## src/rtl/sp_pkg.sv

```systemverilog
package sp_pkg;
  localparam int unsigned OFF_DATA = 'h000;
  localparam int unsigned OFF_STAT = 'h004;
  localparam int unsigned OFF_CTRL = 'h008;
  localparam int unsigned OFF_INTS = 'h00C;
  localparam int unsigned OFF_DIV  = 'h010;
  localparam int unsigned OFF_ID_LO = 'hFD0;
  localparam int unsigned OFF_ID_HI = 'hFFC;

  typedef enum logic [1:0] {RX_IDLE, RX_START, RX_DATA, RX_STOP} rx_state_t;

  function automatic logic [7:0] id_byte(input logic [3:0] idx);
    case (idx)
      4'd0:  id_byte = 8'h04;
      4'd4:  id_byte = 8'h21;
      4'd5:  id_byte = 8'hB8;
      4'd6:  id_byte = 8'h1B;
      4'd8:  id_byte = 8'h0D;
      4'd9:  id_byte = 8'hF0;
      4'd10: id_byte = 8'h05;
      4'd11: id_byte = 8'hB1;
      default: id_byte = 8'h00;
    endcase
  endfunction
endpackage

```

## src/rtl/sp_tx_shift.sv

```systemverilog
module sp_tx_shift #(
  parameter int DBITS = 8,
  parameter int DIV_W = 20
) (
  input  logic             clk,
  input  logic             rst_n,
  input  logic [DIV_W-1:0] div,
  input  logic             in_valid,
  output logic             in_ready,
  input  logic [DBITS-1:0] in_data,
  output logic             done,
  output logic             txd
);
  localparam int FBITS = DBITS + 2;
  localparam int IDX_W = $clog2(FBITS + 1);

  logic [FBITS-1:0] shreg;
  logic [DIV_W-1:0] cnt;
  logic [IDX_W-1:0] idx;
  logic             busy;

  assign in_ready = ~busy;
  assign txd      = busy ? shreg[0] : 1'b1;

  always_ff @(posedge clk or negedge rst_n) begin
    if (!rst_n) begin
      shreg <= '1;
      cnt   <= '0;
      idx   <= '0;
      busy  <= 1'b0;
      done  <= 1'b0;
    end else begin
      done <= 1'b0;
      if (!busy) begin
        if (in_valid) begin
          shreg <= {1'b1, in_data, 1'b0};
          cnt   <= '0;
          idx   <= '0;
          busy  <= 1'b1;
        end
      end else if (cnt == div - 1'b1) begin
        cnt   <= '0;
        shreg <= {1'b1, shreg[FBITS-1:1]};
        if (idx == IDX_W'(FBITS - 1)) begin
          busy <= 1'b0;
          done <= 1'b1;
        end else begin
          idx <= idx + 1'b1;
        end
      end else begin
        cnt <= cnt + 1'b1;
      end
    end
  end

  p_line_idle_r4: assert property (@(posedge clk) disable iff (!rst_n)
    !busy |-> txd);
  p_start_low_r4: assert property (@(posedge clk) disable iff (!rst_n)
    $rose(busy) |-> !txd);
endmodule

```

## src/rtl/sp_rx_sample.sv

```systemverilog
module sp_rx_sample
  import sp_pkg::*;
#(
  parameter int DBITS = 8,
  parameter int DIV_W = 20
) (
  input  logic             clk,
  input  logic             rst_n,
  input  logic             en,
  input  logic [DIV_W-1:0] div,
  input  logic             rxd,
  output logic             out_valid,
  output logic [DBITS-1:0] out_data
);
  localparam int IDX_W = $clog2(DBITS + 1);

  logic [1:0]       sync;
  logic             line;
  rx_state_t        st;
  logic [DIV_W-1:0] cnt;
  logic [IDX_W-1:0] idx;
  logic [DBITS-1:0] sh;
  logic [DIV_W-1:0] half;

  assign line = sync[1];
  assign half = div >> 1;

  always_ff @(posedge clk or negedge rst_n) begin
    if (!rst_n) sync <= 2'b11;
    else        sync <= {sync[0], rxd};
  end

  always_ff @(posedge clk or negedge rst_n) begin
    if (!rst_n) begin
      st        <= RX_IDLE;
      cnt       <= '0;
      idx       <= '0;
      sh        <= '0;
      out_valid <= 1'b0;
      out_data  <= '0;
    end else begin
      out_valid <= 1'b0;
      if (!en) begin
        st <= RX_IDLE;
      end else begin
        case (st)
          RX_IDLE: if (!line) begin
            st  <= RX_START;
            cnt <= '0;
          end
          RX_START: if (cnt == half - 1'b1) begin
            cnt <= '0;
            idx <= '0;
            st  <= line ? RX_IDLE : RX_DATA;
          end else cnt <= cnt + 1'b1;
          RX_DATA: if (cnt == div - 1'b1) begin
            cnt <= '0;
            sh  <= {line, sh[DBITS-1:1]};
            if (idx == IDX_W'(DBITS - 1)) st <= RX_STOP;
            else idx <= idx + 1'b1;
          end else cnt <= cnt + 1'b1;
          default: if (cnt == div - 1'b1) begin
            cnt <= '0;
            st  <= RX_IDLE;
            if (line) begin
              out_valid <= 1'b1;
              out_data  <= sh;
            end
          end else cnt <= cnt + 1'b1;
        endcase
      end
    end
  end
endmodule

```

## src/rtl/serial_port_apb.sv

```systemverilog
module serial_port_apb
  import sp_pkg::*;
#(
  parameter int ADDR_W  = 12,
  parameter int DIV_W   = 20,
  parameter int DBITS   = 8,
  parameter int MIN_DIV = 16,
  parameter int CTRL_W  = 7
) (
  input  logic              pclk,
  input  logic              presetn,
  input  logic              psel,
  input  logic              penable,
  input  logic              pwrite,
  input  logic [ADDR_W-1:0] paddr,
  input  logic [31:0]       pwdata,
  output logic [31:0]       prdata,
  output logic              pready,
  output logic              pslverr,
  input  logic              rxd,
  output logic              txd,
  output logic              irq_tx,
  output logic              irq_rx,
  output logic              irq_tx_ovr,
  output logic              irq_rx_ovr,
  output logic              irq_any
);
  logic              acc, wr, rd;
  logic              wr_data, wr_stat, wr_ctrl, wr_ints, wr_div, rd_data;
  logic [CTRL_W-1:0] ctrl;
  logic [DIV_W-1:0]  baud;
  logic [DBITS-1:0]  tx_buf, rx_buf, rx_byte;
  logic              tx_full, rx_full, tx_ovr, rx_ovr, int_tx, int_rx, tx_sent;
  logic              div_ok, tx_valid, tx_ready, tx_done, rx_valid, rx_take;
  logic [3:0]        ints;
  logic              unused_bits;

  assign acc     = psel & penable;
  assign wr      = acc & pwrite;
  assign rd      = acc & ~pwrite;
  assign wr_data = wr && paddr == ADDR_W'(OFF_DATA);
  assign wr_stat = wr && paddr == ADDR_W'(OFF_STAT);
  assign wr_ctrl = wr && paddr == ADDR_W'(OFF_CTRL);
  assign wr_ints = wr && paddr == ADDR_W'(OFF_INTS);
  assign wr_div  = wr && paddr == ADDR_W'(OFF_DIV);
  assign rd_data = rd && paddr == ADDR_W'(OFF_DATA);
  assign pready  = 1'b1;
  assign pslverr = 1'b0;
  assign unused_bits = ^pwdata[31:DIV_W];

  assign div_ok   = baud >= DIV_W'(MIN_DIV);
  assign tx_valid = tx_full & ctrl[0] & div_ok & ~tx_sent;
  assign rx_take  = rx_valid & ctrl[1];

  sp_tx_shift #(.DBITS(DBITS), .DIV_W(DIV_W)) u_tx (
    .clk(pclk), .rst_n(presetn), .div(baud),
    .in_valid(tx_valid), .in_ready(tx_ready), .in_data(tx_buf),
    .done(tx_done), .txd(txd));

  sp_rx_sample #(.DBITS(DBITS), .DIV_W(DIV_W)) u_rx (
    .clk(pclk), .rst_n(presetn), .en(ctrl[1] & div_ok), .div(baud),
    .rxd(rxd), .out_valid(rx_valid), .out_data(rx_byte));

  always_ff @(posedge pclk or negedge presetn) begin
    if (!presetn) begin
      ctrl <= '0; baud <= '0; tx_buf <= '0; rx_buf <= '0;
      tx_full <= 1'b0; rx_full <= 1'b0; tx_ovr <= 1'b0; rx_ovr <= 1'b0;
      int_tx <= 1'b0; int_rx <= 1'b0; tx_sent <= 1'b0;
    end else begin
      if (wr_ctrl) ctrl <= pwdata[CTRL_W-1:0];
      if (wr_div)  baud <= pwdata[DIV_W-1:0];
      // overrun clears, from either register
      if ((wr_stat | wr_ints) & pwdata[2]) tx_ovr <= 1'b0;
      if ((wr_stat | wr_ints) & pwdata[3]) rx_ovr <= 1'b0;
      if (wr_ints & pwdata[0]) int_tx <= 1'b0;
      if (wr_ints & pwdata[1]) int_rx <= 1'b0;
      // transmit path
      if (tx_valid & tx_ready) tx_sent <= 1'b1;
      if (tx_done) begin
        tx_full <= 1'b0;
        tx_sent <= 1'b0;
        if (ctrl[2]) int_tx <= 1'b1;
      end
      if (wr_data) begin
        tx_buf <= pwdata[DBITS-1:0];
        if (tx_full & ~tx_done) tx_ovr  <= 1'b1;
        else                    tx_full <= 1'b1;
      end
      // receive path
      if (rd_data) rx_full <= 1'b0;
      if (rx_take) begin
        rx_buf  <= rx_byte;
        rx_full <= 1'b1;
        if (rx_full & ~rd_data) rx_ovr <= 1'b1;
        if (ctrl[3]) int_rx <= 1'b1;
      end
    end
  end

  assign ints = {rx_ovr & ctrl[5], tx_ovr & ctrl[4], int_rx, int_tx};
  assign irq_tx     = ints[0];
  assign irq_rx     = ints[1];
  assign irq_tx_ovr = ints[2];
  assign irq_rx_ovr = ints[3];
  assign irq_any    = |ints;

  always_comb begin
    prdata = '0;
    if (rd) begin
      if (paddr == ADDR_W'(OFF_DATA))      prdata[DBITS-1:0]  = rx_buf;
      else if (paddr == ADDR_W'(OFF_STAT)) prdata[3:0]        = {rx_ovr, tx_ovr, rx_full, tx_full};
      else if (paddr == ADDR_W'(OFF_CTRL)) prdata[CTRL_W-1:0] = ctrl;
      else if (paddr == ADDR_W'(OFF_INTS)) prdata[3:0]        = ints;
      else if (paddr == ADDR_W'(OFF_DIV))  prdata[DIV_W-1:0]  = baud;
      else if (paddr >= ADDR_W'(OFF_ID_LO) && paddr <= ADDR_W'(OFF_ID_HI) && paddr[1:0] == 2'b00)
        prdata[7:0] = id_byte(4'((paddr - ADDR_W'(OFF_ID_LO)) >> 2));
    end
  end

  p_zero_wait_r1: assert property (@(posedge pclk) disable iff (!presetn)
    pready && !pslverr);
  p_full_clear_r5: assert property (@(posedge pclk) disable iff (!presetn)
    $fell(tx_full) |-> $past(tx_done));
  p_tx_overrun_r6: assert property (@(posedge pclk) disable iff (!presetn)
    (wr_data && tx_full && !tx_done) |=> tx_ovr);
  p_rx_overrun_r8: assert property (@(posedge pclk) disable iff (!presetn)
    (rx_take && rx_full && !rd_data) |=> rx_ovr);
  p_no_start_r12: assert property (@(posedge pclk) disable iff (!presetn)
    (!div_ok && !tx_sent) |=> !tx_sent);
endmodule

```

## config.mk

```make
export PLATFORM = sky130hd
export DESIGN_NAME = serial_port_apb
export DESIGN_NICKNAME = d
export VERILOG_FILES = /design/src/rtl/sp_pkg.sv /design/src/rtl/sp_tx_shift.sv /design/src/rtl/sp_rx_sample.sv /design/src/rtl/serial_port_apb.sv
export SDC_FILE = /design/constraint.sdc
export NUM_CORES = 1
export LEC_CHECK = 0
export ABC_CLOCK_PERIOD_IN_PS = 9200
export BUFFER_PORTS_ARGS = -buffer_cell sky130_fd_sc_hd__buf_2
export CORE_MARGIN = 10
export CORE_UTILIZATION = 65
export DETAILED_ROUTE_END_ITERATION = 16
export PLACE_DENSITY = 0.95
export SKIP_CTS_REPAIR_TIMING = 1
export SYNTH_ARGS = -nofsm -noshare
export SYNTH_HDL_FRONTEND = slang
export SYNTH_HIERARCHICAL = 1
export SYNTH_SLANG_ARGS = --single-unit
export TNS_END_PERCENT = 50
```

## constraint.sdc

```tcl
create_clock -name pclk -period 9.2 [get_ports pclk]
set_input_delay 0 -clock pclk [delete_from_list [all_inputs] [get_ports pclk]]
set_output_delay 0 -clock pclk [all_outputs]
set_load 0.02 [all_outputs]
```

# After elaboration in Yosys (flattened, before gate mapping)
# Memories as Yosys holds them, arrays and structs flattened.
# Index checks and enable logic that the tools add are counted.
# W data, S select, Z words.
# classes
add_sub_neg	7
div	0
shifts	0
eq_ne	22
reduce_logical	24
bitwise_logic	24
multipliers	0
mux	74
order_cmp	3
# ops
op	n
$mux W20	7
$mux W8	8
$eq A20 B20 Y1	3
$add A20 B1 Y20 const B	2
$pmux W20 S2	1
$mux W4	9
$mux W16	2
$mux W1	31
$mux W10	3
$eq A12 B4 Y1 const B	2
$mux W12	2
$ge A20 B5 Y1 const B	1
$sub A19 B1 Y20 const B	1
$sub A20 B1 Y20 const B	1
$and A1 B1 Y1	17
$mux W2	7
$mux W13	1
$eq A12 B3 Y1 const B	1
$eq A12 B5 Y1 const B	1
$ge A12 B12 Y1 const B	1
$le A12 B12 Y1 const B	1
$logic_not A12 Y1	1
$ne A3 B3 Y1 const B	4
$reduce_and A5 Y1	2
22 further kinds	45
# totals
n_memories	1
ramBits	0
latch_bits	0
out_inout_bits	40
rom_bits	128
ff_bits	131
in_bits	50
# mem_list
memory	words	word_bits	rd	rd_ports_with_merged_regs	write_ports	line	source
(name not given)	16	8	1	0	0	sp_pkg.sv:13	case (idx)

# Logic depth before layout (Yosys ltp)
# Gate-level depths: netlist of run 1.
# depth
ltp_word	15
depth_mapped	12

# Cells and area by module
# The synthesis of run 1 kept the hierarchy.
# modules_own_cells
module	seq_area_each_um2	instances	cells_each	area_each_um2
sp_rx_sample	1128.6	1	404	3542.1
serial_port_apb	1251.2	1	284	2985.4
sp_tx_shift	887.1	1	291	2516.2

# Worst setup path before layout of run 1
# OpenSTA, ideal clock, no wires.
# synth_path
kind	register -> register
start	reg baud[2]
end	reg u_rx.out_data[0]
setup_slack_ps	5890
t_arrival_ps	3185
stages_incl_launch_ff	10
required_time_ps	9075
n_path_buf	0
path_cell_list	dfrtp_1 -> inv_1 -> ha_1 -> nor4b_1 -> nand3_1 -> o31a_2 -> nor4_4 -> nand4_1 -> nor4b_4 -> mux2_2
# synth_between
elab_chain_len	3
word_cells_on_any_way	5
cone_classes	1 x add/sub; 1 x order compare; 1 x eq/ne; 1 x bitwise; 1 x reduce/logical
# synth_lines
item	line	source
start: declaration	serial_port_apb.sv:31	logic [DIV_W-1:0] baud;
start signal: assignment	serial_port_apb.sv:71	if (wr_div) baud <= pwdata[DIV_W-1:0];
$sub A20 B1 Y20 / $ge A20 B5 Y1 (equally long branches)	sp_rx_sample.sv:62, serial_port_apb.sv:51	
$eq A20 B20 Y1 / $and A1 B1 Y1 (equally long branches)	sp_rx_sample.sv:62, serial_port_apb.sv:61	
$reduce_and A4 Y1 (no line) (*)	n/a	
end signal: assignment	sp_rx_sample.sv:67	out_data <= sh;
end: declaration	sp_rx_sample.sv:13	output logic [DBITS-1:0] out_data
# Mark *: on every way between the ends. The rest lies on a longest branch, timed or not.
# A chain may end at the register's enable or synchronous reset.

# Final worst setup path of run 1
# layout_path
start	reg baud[3]
end	reg u_tx.shreg[8]
# layout_between
elab_chain_len	5
word_cells_on_any_way	8
cone_classes	1 x add/sub; 1 x order compare; 2 x eq/ne; 2 x bitwise; 2 x reduce/logical
# layout_lines
item	line	source
branches (longest 4 deep; another with $sub A20 B1 Y20)	n/a	
$reduce_and A2 Y1 (no line) (*)	n/a	
end signal: assignment	sp_tx_shift.sv:36	shreg <= {1'b1, in_data, 1'b0};
end signal: assignment	sp_tx_shift.sv:43	shreg <= {1'b1, shreg[FBITS-1:1]};
end: declaration	sp_tx_shift.sv:17	logic [FBITS-1:0] shreg;
# Mark *: on every way between the ends.

==> flow_metrics.env, run 1 <==
export IMPL_p_total_uw=1294
export IMPL_syn_area_sq_um=9044
export IMPL_rows=43
export IMPL_power_density_nw_per_um2=128.6
export IMPL_r2r_cells=8
export IMPL_initial_utilization=0.6566
export IMPL_layout_commonest_cell="dfrtp_1"
export IMPL_ys_ff_latch=130
export IMPL_max_freq_mhz=216.5
export IMPL_skew_ps=9.558
export IMPL_numCtsBuffers=17
export IMPL_coreArea_sq_um=13770
export IMPL_hold_class="input pin to flop"
export IMPL_dr_pass1_iters=6
export IMPL_htreeDepth=4
export IMPL_via_count=8131
export IMPL_synth_area_leader_cell="dfrtp_1"
export IMPL_place_inst=1168
export IMPL_worstSkewPairLatency_ps=430
export IMPL_r2r_end="u_tx/shreg[8]$_DFFE_PN1P_"
export IMPL_synth_top_area_frac=0.3293
export IMPL_status="finished, final reports clean"
export IMPL_cts_clk_slew_worst_paths_ps=60
export IMPL_clockRootBuffer="clkbuf_16"
export IMPL_port_buffers=63
export IMPL_cp_startpoint="baud[3]$_DFFE_PN0P_"
export IMPL_finalHoldViolCount=0
export IMPL_layout_common_cells="dfrtp_1 (119), nand2_1 (75), nor2_1 (74)"
export IMPL_end_kind="flop"
export IMPL_timing_rr_start="baud[3]$_DFFE_PN0P_"
export IMPL_grt_antenna_before_repair=0
export IMPL_grt_setup_unrepaired="false"
export IMPL_grt_overflow=0
export IMPL_grt_pass1_wl_um=38300
export IMPL_tns_ps=0
export IMPL_maxSlewHeadroom=0.2301
export IMPL_ios=90
export IMPL_cp_required_ps=9560
export IMPL_arrival_ps=4970
export IMPL_routed_wl_um=24420
export IMPL_die_area_sq_um=19030
export IMPL_period_needed_ps=4619
export IMPL_cts_sinks=130
export IMPL_syn_avg_cell_area_sq_um=9.238
export IMPL_wire_per_inst_um=19.98
export IMPL_async_reset_ff_frac=1.000
export IMPL_area_growth_syn_to_layout_pct=11.25
export IMPL_synth_edf_count=0
export IMPL_final_cell_area_sq_um=10060
export IMPL_syn_instance_count=979
export IMPL_fin_cells=1222
export IMPL_path_class="flop to flop"
export IMPL_yosys_warnings=6
export IMPL_seq_area_frac_synth=0.3612
export IMPL_synth_top_cells_by_area="dfrtp_1 (33%), mux2_2 (7.1%), xnor2_1 (5.4%)"
export IMPL_drv_slew=0
export IMPL_n_fill_cell=975
export IMPL_grtUsageTotal=0.2499
export IMPL_cp_max_fo=20
export IMPL_vdd_drop_max_mv=0.1751
export IMPL_layout_nets=1095
export IMPL_grt_pass1_vias=7825
export IMPL_dpl_cell_area_sq_um=9268
export IMPL_die_height_um=138.0
export IMPL_gp_congestion=0.9640
export IMPL_drive_gt1_frac=0.1756
export IMPL_grt_max_degree=81
export IMPL_cp_start_kind="flop"
export IMPL_diodes=0
export IMPL_cts_tree="done"
export IMPL_min_period_over_period=0.5020
export IMPL_worstMarginPinSlew_ps=1151
export IMPL_die_width_um=138.0
export IMPL_drt_iter0_markers=1003
export IMPL_route_detailed_drc=0
export IMPL_yosys_most_used_dff="dfrtp_1"
export IMPL_ff2ff_setup_slack_ps=4580
export IMPL_place_hpwl_um=16480
export IMPL_via_per_inst=6.654
export IMPL_max_cap_viol_count=0
export IMPL_setup_viol=0
export IMPL_worstSetupEndpoint="u_tx/shreg[8]$_DFFE_PN1P_"
export IMPL_ant_nets=0
export IMPL_ys_types=83
export IMPL_whs_ps=115.1
export IMPL_leakage_uw=0.004604
export IMPL_cts_path_max_buffers=2
-- state kept, by name, summed over array words and instances, names as in the netlist, 2 cells and up --
register and count:
baud 20, u_rx/out_data 8, u_rx/cnt 20, u_tx/idx 4
u_tx/cnt 20, u_rx/st 2, u_rx/idx 4, tx_buf 8
u_rx/sh 8, u_rx/sync 2, rx_buf 8, ctrl 7
u_tx/shreg 9
-- logic make-up after synthesis --
kind of cell | count (synthesis) | synth area share
compound gates | 159 | 0.1255
mux | 68 | 0.08315
buf+inv | 99 | 0.05437
other cells | 2 | 0.0008304
simple gates | 396 | 0.2472
fa+ha+maj | 16 | 0.02214
flops | 130 | 0.3612
xor+xnor | 109 | 0.1056
-- critical path, stage by stage (launching register included) --
cell and delay [ps]:
dfrtp_1 650, nor3_1 1030, nand4b_1 430, o21a_1 310, o41ai_1 450, o22ai_1 320, nor3_4 700, a21o_2 450
a2bb2oi_1 180
-- cell usage after synthesis, types with 8 or more instances --
| cell type | count |
|---|---|
| a211oi_1 | 9 |
| a21o_1 | 8 |
| a21oi_1 | 15 |
| a22o_1 | 9 |
| a22oi_1 | 9 |
| and2_1 | 21 |
| and3_1 | 15 |
| buf_2 | 8 |
| buf_4 | 17 |
| clkbuf_1 | 33 |
| dfrtp_1 | 119 |
| dfstp_2 | 11 |
| ha_1 | 16 |
| inv_1 | 32 |
| mux2_2 | 57 |
| mux2i_1 | 11 |
| nand2_1 | 75 |
| nand2b_1 | 15 |
| nand3_1 | 39 |
| nand3b_1 | 9 |
| nand4_1 | 28 |
| nor2_1 | 74 |
| nor2b_1 | 15 |
| nor3_1 | 25 |
| nor4_1 | 21 |
| o21ai_0 | 33 |
| o22ai_1 | 9 |
| or4_1 | 9 |
| xnor2_1 | 56 |
| xor2_1 | 53 |
-- through the flow --
step,setup slack (ps),util
6_report,4581,0.7305
5_1_grt,4303,0.7305
4_1_cts,4750,0.7145
3_5_place_dp,4968,0.6729
3_3_place_gp,5060,0.6729
2_1_floorplan,5890,-
-- cell type report --
type,instances,area (sq um),share of cell area
clock buffers,19,442.9,0.04402
repair buffers,86,545.5,0.05422
flip-flops and latches,130,3267,0.3247
multi-input cells,762,5330,0.5298
inverters,32,120.1,0.01194
well taps,180,225.2,0.02239
clock inverters,13,130.1,0.01293
-- metal layers --
| metal | share of wire | track usage | vias up |
|---|---|---|---|
| met4 | 0.041 | 0.1037 | 0 |
| met2 | 0.49 | 0.4208 | 448 |
| met1 | 0.39 | 0.3044 | 3936 |
| met5 | 0 | 0 | - |
| met3 | 0.079 | 0.05254 | 133 |
| li1 | - | - | 3614 |
-- worst min-delay path by stage --
stage	startpoint	endpoint	slack, ps	cells after the start
floorplan	presetn	baud[0]$_DFFE_PN0P_	-300	0
global placement	presetn	u_rx/out_data[2]$_DFFE_PN0P_	60	1
detailed placement	presetn	u_rx/sh[1]$_DFFE_PN0P_	60	1
CTS	presetn	u_rx/out_data[1]$_DFFE_PN0P_	-380	1
global route	paddr[9]	tx_full$_DFF_PN0_	140	4
finish	paddr[9]	tx_full$_DFF_PN0_	120	4
-- where the power goes --
| group | leakage, uW | internal [uW] | switching [uW] |
|---|---|---|---|
| Combinational | 0.00256 | 23.3 | 43.3 |
| Clock | 0.000272 | 383 | 270 |
| Sequential | 0.00177 | 573 | 1.24 |
| Total | 0.00460 | 979 | 314 |
Note: power is estimated with default switching activity, not from simulation.
==> run 2: changes to the inputs <==
- ABC_CLOCK_PERIOD_IN_PS: 9200 -> 4700
- CORE_UTILIZATION: 65 -> 60
- PLACE_DENSITY: 0.95 -> 0.92
- clock period: 9.2 -> 4.7 ns (I/O delays scaled with it)
==> run 2 against run 1 <==
Effect of this change: flip-flop and latch count is the same; via count is 1.2% lower; final cell count is 1.1% higher; global-route usage down 1.8 points; clock power rose by 110%; wire length fell by 0.43%; sequential power rose by 95%; worst hold slack got worse by 28 ps; clock-buffer cell count fell by 1; largest cell class unchanged.
==> flow_metrics.env, run 2 (same netlist as run 1, synthesis figures left out) <==
export IMPL_layout_common_cells="dfrtp_1 (119), nand2_1 (75), nor2_1 (74)"
export IMPL_skew_ps=10.95
export IMPL_layout_nets=1103
export IMPL_dpl_cell_area_sq_um=9333
export IMPL_cts_sinks=130
export IMPL_whs_ps=86.76
export IMPL_internal_power_uw=2009
export IMPL_cp_start_kind="flop"
export IMPL_end_kind="flop"
export IMPL_routed_wl_um=24310
export IMPL_via_per_inst=6.502
export IMPL_p_clk_frac=0.522
export IMPL_drt_iter0_markers=809
export IMPL_die_area_sq_um=20380
export IMPL_period_needed_ps=4252
export IMPL_coreArea_sq_um=14640
export IMPL_grt_overflow=0
export IMPL_place_ws_ps=620.8
export IMPL_cts_tree="done"
export IMPL_worstMarginPinSlew_ps=1184
export IMPL_numCtsBuffers=17
export IMPL_final_cell_area_sq_um=10170
export IMPL_tns_ps=0
export IMPL_route_detailed_drc=0
export IMPL_port_buffers=63
export IMPL_max_cap_viol_count=0
export IMPL_p_total_uw=2623
export IMPL_max_freq_mhz=235.2
export IMPL_min_period_over_period=0.9047
export IMPL_cts_clk_slew_worst_paths_ps=60
export IMPL_r2r_cells=9
export IMPL_power_density_nw_per_um2=258.0
export IMPL_cts_path_max_buffers=2
export IMPL_vdd_drop_max_mv=0.3979
export IMPL_cp_required_ps=5050
export IMPL_cp_max_fo=16
export IMPL_initial_utilization=0.6176
export IMPL_dr_pass1_iters=7
export IMPL_setup_viol=0
export IMPL_area_growth_syn_to_layout_pct=12.41
export IMPL_rows=44
export IMPL_n_fill_cell=1080
export IMPL_wire_per_inst_um=19.67
export IMPL_switchingPower_uw=613.6
export IMPL_grt_max_degree=79
export IMPL_power_frac_comb=0.050
export IMPL_seqPwrFrac=0.428
export IMPL_finalHoldViolCount=0
export IMPL_fin_ws_ps=447.9
export IMPL_place_hpwl_um=16510
export IMPL_worstSkewPairLatency_ps=430
export IMPL_layout_commonest_cell="dfrtp_1"
export IMPL_grt_setup_unrepaired="false"
export IMPL_arrival_ps=4600
export IMPL_die_width_um=142.8
export IMPL_seq_area_sq_um=3267
export IMPL_grt_pass1_vias=7833
export IMPL_grt_pass1_wl_um=38560
export IMPL_leakage_uw=0.004668
export IMPL_grt_antenna_before_repair=2
export IMPL_ios=90
export IMPL_status="finished, final reports clean"
export IMPL_clockRootBuffer="clkbuf_16"
export IMPL_via_count=8037
export IMPL_multi_input_area_sq_um=5330
export IMPL_grtUsageTotal=0.2319
export IMPL_drv_slew=0
export IMPL_switching_share=0.2339
export IMPL_htreeDepth=4
export IMPL_gp_congestion=0.9516
export IMPL_maxSlewHeadroom=0.2047
export IMPL_ant_nets=0
export IMPL_die_height_um=142.8
export IMPL_drive_gt1_frac=0.1819
export IMPL_path_class="flop to flop"
export IMPL_hold_class="input pin to flop"
export IMPL_hold_depth=4
export IMPL_reg_largest_list="baud x20, u_rx/cnt x20, u_tx/cnt x20"
-- run 2: power groups by stage --
stage	clock (uW)	sequential [uW]	combinational [uW]
finish	1370	1120	131
floorplan	0	1140	66.4
global route	1440	1120	143
global placement	0	1140	112
detailed placement	0	1140	114
CTS	1380	1120	115
-- run 2: final cells by class --
type	instances	share of cell area
inverters	32	0.01182
diodes	2	0.0004923
clock buffers	18	0.04222
multi-input cells	762	0.5243
repair buffers	94	0.05957
flip-flops and latches	130	0.3214
clock inverters	14	0.01760
well taps	184	0.02265
-- run 2: metal layers --
| layer | global-route usage | up-vias | routed length (um) |
|---|---|---|---|
| met2 | 0.3841 | 414 | 11870 |
| li1 | - | 3624 | - |
| met1 | 0.2757 | 3914 | 9675 |
| met3 | 0.06103 | 85 | 1882 |
| met4 | 0.1102 | 0 | 882 |
| met5 | 0 | - | 0 |
-- run 2: path summary, 6_finish.rpt --
path,start,end,slack [ps]
max in group asynchronous,presetn,u_rx/sh[7]$_DFFE_PN0P_,3200
setup reg to reg,baud[5]$_DFFE_PN0P_,u_tx/shreg[1]$_DFFE_PN1P_,450
setup / recovery,baud[5]$_DFFE_PN0P_,u_tx/shreg[1]$_DFFE_PN1P_,450
hold / removal,paddr[6],tx_full$_DFF_PN0_,90
hold reg to reg,u_rx/sync[0]$_DFF_PN1_,u_rx/sync[1]$_DFF_PN1_,370
min in group asynchronous,presetn,u_tx/cnt[19]$_DFFE_PN0P_,280
-- run 2: per-stage QoR --
step / cells / util
floorplan: 991 / -
global placement: 1180 / 0.6373
detailed placement: 1180 / 0.6373
CTS: 1212 / 0.6788
global route: 1236 / 0.6942
finish: 1236 / 0.6942
-- run 2: worst max-delay path: stages, from the launching register on --
cell	delay, ps
dfrtp_1	610
nor3_1	1000
nand4b_1	480
o21a_1	330
o41ai_1	450
o22ai_1	290
nor3_4	340
buf_4	270
mux2i_1	110
a221o_1	280
